--- src/rtl/chopper_pkg.sv ---
package chopper_pkg;

  typedef enum logic [1:0] {
    CH_IDLE = 2'd0,
    CH_ON   = 2'd1,
    CH_OFF  = 2'd2
  } chop_state_t;

  // Number of strobes spent in fast decay for a given split code.
  function automatic int unsigned fast_span(input logic [1:0] code,
                                            input int unsigned short_n,
                                            input int unsigned long_n,
                                            input int unsigned total_n);
    case (code)
      2'b00:   return 0;
      2'b01:   return short_n;
      2'b10:   return long_n;
      default: return total_n;
    endcase
  endfunction

endpackage

--- src/rtl/chop_sync.sv ---
module chop_sync #(
  parameter int STAGES = 2
) (
  input  logic clk,
  input  logic rst_n,
  input  logic d_async,
  output logic q_sync
);
  logic [STAGES-1:0] chain;

  always_ff @(posedge clk) begin
    if (!rst_n) chain <= '0;
    else        chain <= {chain[STAGES-2:0], d_async};
  end

  assign q_sync = chain[STAGES-1];
endmodule

--- src/rtl/chop_offcnt.sv ---
module chop_offcnt #(
  parameter int TICKS = 96,
  parameter int CW    = $clog2(TICKS + 1)
) (
  input  logic          clk,
  input  logic          rst_n,
  input  logic          run,
  input  logic          tick,
  output logic [CW-1:0] cnt,
  output logic          last
);
  localparam logic [CW-1:0] LAST_VAL = CW'(TICKS - 1);

  assign last = run && tick && (cnt == LAST_VAL);

  always_ff @(posedge clk) begin
    if (!rst_n)     cnt <= '0;
    else if (!run)  cnt <= '0;
    else if (last)  cnt <= '0;
    else if (tick)  cnt <= cnt + 1'b1;
  end

  // the count never passes the last off-time strobe
  p_cnt_bound_r2: assert property (@(posedge clk) disable iff (!rst_n)
    cnt < CW'(TICKS));

  // without a strobe the running count holds
  p_cnt_hold_r2: assert property (@(posedge clk) disable iff (!rst_n)
    (run && !tick) |=> $stable(cnt));
endmodule

--- src/rtl/chop_decay.sv ---
module chop_decay
  import chopper_pkg::*;
#(
  parameter int TICKS   = 96,
  parameter int SHORT_N = 14,
  parameter int LONG_N  = 46,
  parameter int CW      = $clog2(TICKS + 1)
) (
  input  logic          clk,
  input  logic          rst_n,
  input  logic          capture,
  input  logic [1:0]    sel_in,
  input  logic          off,
  input  logic [CW-1:0] cnt,
  output logic          fast,
  output logic          slow
);
  logic [1:0]    sel_q;
  logic [CW-1:0] fast_n;

  always_ff @(posedge clk) begin
    if (!rst_n)       sel_q <= 2'b00;
    else if (capture) sel_q <= sel_in;
  end

  assign fast_n = CW'(fast_span(sel_q, SHORT_N, LONG_N, TICKS));
  assign fast   = off && (cnt < fast_n);
  assign slow   = off && !fast;

  // the captured code stays put across an off period
  p_sel_hold_r9: assert property (@(posedge clk) disable iff (!rst_n)
    (off && $past(off)) |-> $stable(sel_q));
endmodule

--- src/rtl/chopper_top.sv ---
module chopper_top
  import chopper_pkg::*;
#(
  parameter int OFF_TICKS   = 96,
  parameter int FAST_SHORT  = 14,
  parameter int FAST_LONG   = 46,
  parameter int SYNC_STAGES = 2
) (
  input  logic       clk,
  input  logic       rst_n,
  input  logic       osc_tick,
  input  logic       trip_raw,
  input  logic       blank_active,
  input  logic [1:0] decay_sel,
  input  logic       enable,
  input  logic       sleep,
  input  logic       fault,
  output logic       src_en,
  output logic       fast_decay,
  output logic       slow_decay,
  output logic       blank_start
);
  localparam int CW = $clog2(OFF_TICKS + 1);

  chop_state_t   st;
  logic          trip_s;
  logic          idle;
  logic          take_trip;
  logic          cnt_last;
  logic          bs_q;
  logic [CW-1:0] off_cnt;

  assign idle      = !enable || sleep || fault;
  assign take_trip = (st == CH_ON) && trip_s && !blank_active && !idle;

  chop_sync #(.STAGES(SYNC_STAGES)) u_sync (
    .clk     (clk),
    .rst_n   (rst_n),
    .d_async (trip_raw),
    .q_sync  (trip_s)
  );

  chop_offcnt #(.TICKS(OFF_TICKS), .CW(CW)) u_cnt (
    .clk   (clk),
    .rst_n (rst_n),
    .run   ((st == CH_OFF) && !idle),
    .tick  (osc_tick),
    .cnt   (off_cnt),
    .last  (cnt_last)
  );

  chop_decay #(.TICKS(OFF_TICKS), .SHORT_N(FAST_SHORT),
               .LONG_N(FAST_LONG), .CW(CW)) u_decay (
    .clk     (clk),
    .rst_n   (rst_n),
    .capture (take_trip),
    .sel_in  (decay_sel),
    .off     (st == CH_OFF),
    .cnt     (off_cnt),
    .fast    (fast_decay),
    .slow    (slow_decay)
  );

  always_ff @(posedge clk) begin
    if (!rst_n) begin
      st   <= CH_IDLE;
      bs_q <= 1'b0;
    end else begin
      bs_q <= 1'b0;
      if (idle) begin
        st <= CH_IDLE;
      end else begin
        case (st)
          CH_IDLE: begin
            st   <= CH_ON;
            bs_q <= 1'b1;
          end
          CH_ON: if (take_trip) st <= CH_OFF;
          CH_OFF: if (cnt_last) begin
            st   <= CH_ON;
            bs_q <= 1'b1;
          end
          default: st <= CH_IDLE;
        endcase
      end
    end
  end

  assign src_en      = (st == CH_ON);
  assign blank_start = bs_q;

  // an accepted synchronised trip ends the on period
  p_trip_off_r1: assert property (@(posedge clk) disable iff (!rst_n)
    (src_en && trip_s && !blank_active && !idle) |=> !src_en);

  // blanking keeps the on period alive
  p_blank_hold_r6: assert property (@(posedge clk) disable iff (!rst_n)
    (src_en && blank_active && !idle) |=> src_en);

  // idle conditions clear all drive requests
  p_idle_clear_r8: assert property (@(posedge clk) disable iff (!rst_n)
    idle |=> (!src_en && !fast_decay && !slow_decay));

  // blanking restart coincides with each rise of src_en
  p_bs_rise_r7: assert property (@(posedge clk) disable iff (!rst_n)
    $rose(src_en) |-> blank_start);
  p_bs_only_r7: assert property (@(posedge clk) disable iff (!rst_n)
    blank_start |-> $rose(src_en));

  // decay requests are exclusive and absent during the on period
  p_excl_r11: assert property (@(posedge clk) disable iff (!rst_n)
    src_en |-> (!fast_decay && !slow_decay));
  p_onehot_r11: assert property (@(posedge clk) disable iff (!rst_n)
    $onehot0({fast_decay, slow_decay}));
endmodule

--- config.mk ---
export PLATFORM = sky130hd
export DESIGN_NAME = chopper_top
export DESIGN_NICKNAME = d
export VERILOG_FILES = /design/src/rtl/chopper_pkg.sv /design/src/rtl/chop_sync.sv /design/src/rtl/chop_offcnt.sv /design/src/rtl/chop_decay.sv /design/src/rtl/chopper_top.sv
export SDC_FILE = /design/constraint.sdc
export NUM_CORES = 1
export LEC_CHECK = 0
export ABC_AREA = 1
export CORE_UTILIZATION = 50
export CTS_CLUSTER_SIZE = 16
export DETAILED_ROUTE_END_ITERATION = 8
export PLACE_DENSITY = 0.76
export SLEW_MARGIN = 20
export SYNTH_ARGS = -nofsm -noshare
export SYNTH_HDL_FRONTEND = slang
export SYNTH_SLANG_ARGS = --single-unit
--- constraint.sdc ---
create_clock -name clk -period 1.9 [get_ports clk]
set_clock_uncertainty 0.1 [all_clocks]
set_input_delay 0.38 -clock clk [delete_from_list [all_inputs] [get_ports clk]]
set_output_delay 0.38 -clock clk [all_outputs]
set_load 0.02 [all_outputs]
==> impl_metrics.toml <==
[sta]
rsz0062_at_grt = "yes"
worst_slack_ns = -0.272
worst_pin_slew_ns = 0.253
relSlewSlack = 0.831
fmax_mhz = 460
worst_hold_slack_ns = 0.324
finalSetupViolations = 2
maxSlewViolCount = 0
hold_viol = 0
fin_crit_ns = 2.17
period_share = 1.14

[floorplan]
ios = 14
core_sq_um = 1510
initial_core_util = 0.530
die-area_sq_um = 1760
die_h_um = 42.0
row_count = 14
die_x_um = 42.0

[cells_and_area]
post-route-util = 0.761
num_antenna_cells = 0
multi_input_area_sq_um = 554
nFillCells = 106
drive_gt1_frac = 0.257
seq_area_sq_um = 288
fin_nets = 155
fin_cells = 152
syn2layout_area_growth_pct = 43.6

[placement]
gp_congestion = 0.849
dp_cells = 149
port_buffers = 13
dpl.hpwl_mm = 1.16

[yosys]
syn_area_per_cell_sq_um = 7.00
synthCells = 114
async_flop_share = 0
synth-seq-cells = 14
synth_nets = 131
yosysSeqAreaShare = 0.351
netlist_top_cells_count = "nand2_1 (25), nor2_1 (21), inv_1 (18)"
synth.largest_area_cell = "dfxtp_1"
synth_top_area_share = 0.351
synth_most_common_cell = "nand2_1"
synth-edff-count = 0
synth_area_leaders = "dfxtp_1 (35%), nand2_1 (12%), ha_1 (11%)"
synth_area_sq_um = 798
ys_warn_count = 0
ys.flop_type = "dfxtp_1"
synth.distinct_cells = 21

[global_route]
grt_pass1_wl_mm = 3.03
grt_overflow = 0
antenna_found_initial = 0
grt_usage = 0.228
grt_pass1_vias = 725
grt_max_degree = 9

[power_and_ir_drop]
cellLeakagePower_nw = 0.496
ir_drop_uv = 485
finalPower_uw = 498
powerDensity_nw_per_um2 = 435

[setup_path]
cp_common_cell = "ha_4"
slowest_delay_ns = 0.38
cp.required_ns = 1.42
path_cells = "inv_4 > ha_4 > ha_4 > nand2_4 > nor2_4 > nand2_2 > a21oi_2 > buf_4"
cpMaxStageDelayCell = "dfxtp_4"
end_kind = "output port"
cp_data_arrival_time_ns = 1.69
path_max_fanout = 3
rr_worst_depth = 7
start_kind = "register"
worstSetupPathType = "register to output port"

[clocking]
cts_sinks = 14
cts_root_buf = "clkbuf_4"
cts_buffers = 3
h-tree-depth = 1
cts-hold-fix-buffers = 0
clock_path_buffers = 2
clk_latency_ns = 0.27
clk_pin_slew_ns = 0.08
cts_tree = "built"
post_cts_buffers = 0

[detailed_routing]
drt_iter0_markers = 22
vias = 778
post-route-drc-count = 0
antenna_left = 0
routed_wl_mm = 1.86
drt-wirelength-per-cell_um = 12.2
viasPerCell = 5.12
drtPass1Iterations = 4

[hold_path]
holdCritPathClass = "register to register"
hold_depth = 2

[outcome]
status = "finished, violations left"
violations = "negative setup slack"

[run]
cap_violations = 0
[layer usage]
| layer | wire length, um | track usage |
|---|---|---|
| met1 | 841 | 0.285 |
| met2 | 887 | 0.356 |
| met3 | 67 | 0.0522 |
| met4 | 64 | 0.135 |
| met5 | 0 | 0 |
[logic make-up after synthesis]
kind of cell / share of synthesized area
and+or+nand+nor: 0.332
muxes: 0.0125
DFF: 0.351
buffers and inverters: 0.100
xor gates and xnor gates: 0.0439
adders and majority gates: 0.110
AOI/OAI and AO/OA: 0.0502
[where the power goes]
group          leakage [nW]  switching (mW)  internal [mW]
sequential            0.115         0.00125          0.293
clock                0.0138          0.0884         0.0733
combinational         0.367          0.0167         0.0250
total                 0.496           0.106          0.392
[cell usage in the layout (no fill, tap or decap), drive strengths merged]
master,synthesis,final
mux2i,1,1
nand4,3,3
clkbuf,0,3
o21bai,1,1
xor2,2,2
inv,18,18
a21oi,2,2
nand3,7,7
dfxtp,14,14
clkdlybuf4s50,0,10
buf,2,10
dlymetal6s2s,0,1
o21a,1,1
nor2,22,22
o21ai,3,3
ha,7,7
nor3,2,2
xnor2,2,2
nand2,27,27
[final cells by class]
cell class	count	area share
Multi-Input combinational cell	80	0.484
Sequential cell	14	0.251
Timing Repair Buffer	21	0.167
Inverter	18	0.0611
Clock buffer	3	0.0197
Tap cell	16	0.0175
[worst max-delay path, delay by kind of cell (launching register included)]
kind | cells | cell delay [ns]
AND/OR/NAND/NOR | 3 | 0.19
adder cells (fa/ha/maj) | 2 | 0.53
AO/OA/AOI/OAI | 1 | 0.13
buffers and inverters | 2 | 0.19
flip-flops | 1 | 0.38
[flip-flops by register name (all words and copies together) (netlist names)]
signal	count
u_cnt.cnt	7
st	2
u_decay.sel_q	2
u_sync.chain	2
blank_start	1
[metrics by stage]
stage | setup TNS [ns] | setup slack, ns | area, sq um
global placement | -0.986 | -0.499 | 1000
finish | -0.538 | -0.272 | 1150
detailed placement | -1.06 | -0.536 | 1000
CTS | -0.539 | -0.272 | 1100
floorplan | 0 | 0.0126 | 805
global route | -0.747 | -0.384 | 1150
[worst paths after layout]
| path | start | end | slack (ns) |
|---|---|---|---|
| worst max-delay path | u_decay.sel_q[0]$_SDFFE_PN0P_ | slow_decay | -0.27 |
| worst min-delay path | u_sync.chain[0]$_SDFF_PN0_ | u_sync.chain[1]$_SDFF_PN0_ | 0.32 |
| worst max register to register | u_cnt.cnt[1]$_SDFFE_PP0P_ | u_cnt.cnt[2]$_SDFFE_PP0P_ | 0.38 |
| worst min register to register | u_sync.chain[0]$_SDFF_PN0_ | u_sync.chain[1]$_SDFF_PN0_ | 0.32 |
[repair_timing]
item,CTS,global route
hold endpoints to repair,0,0
pin swaps,13,10
setup endpoints to repair,2,3
resized for setup,26,10
Power figures use the tool's default switching activity.
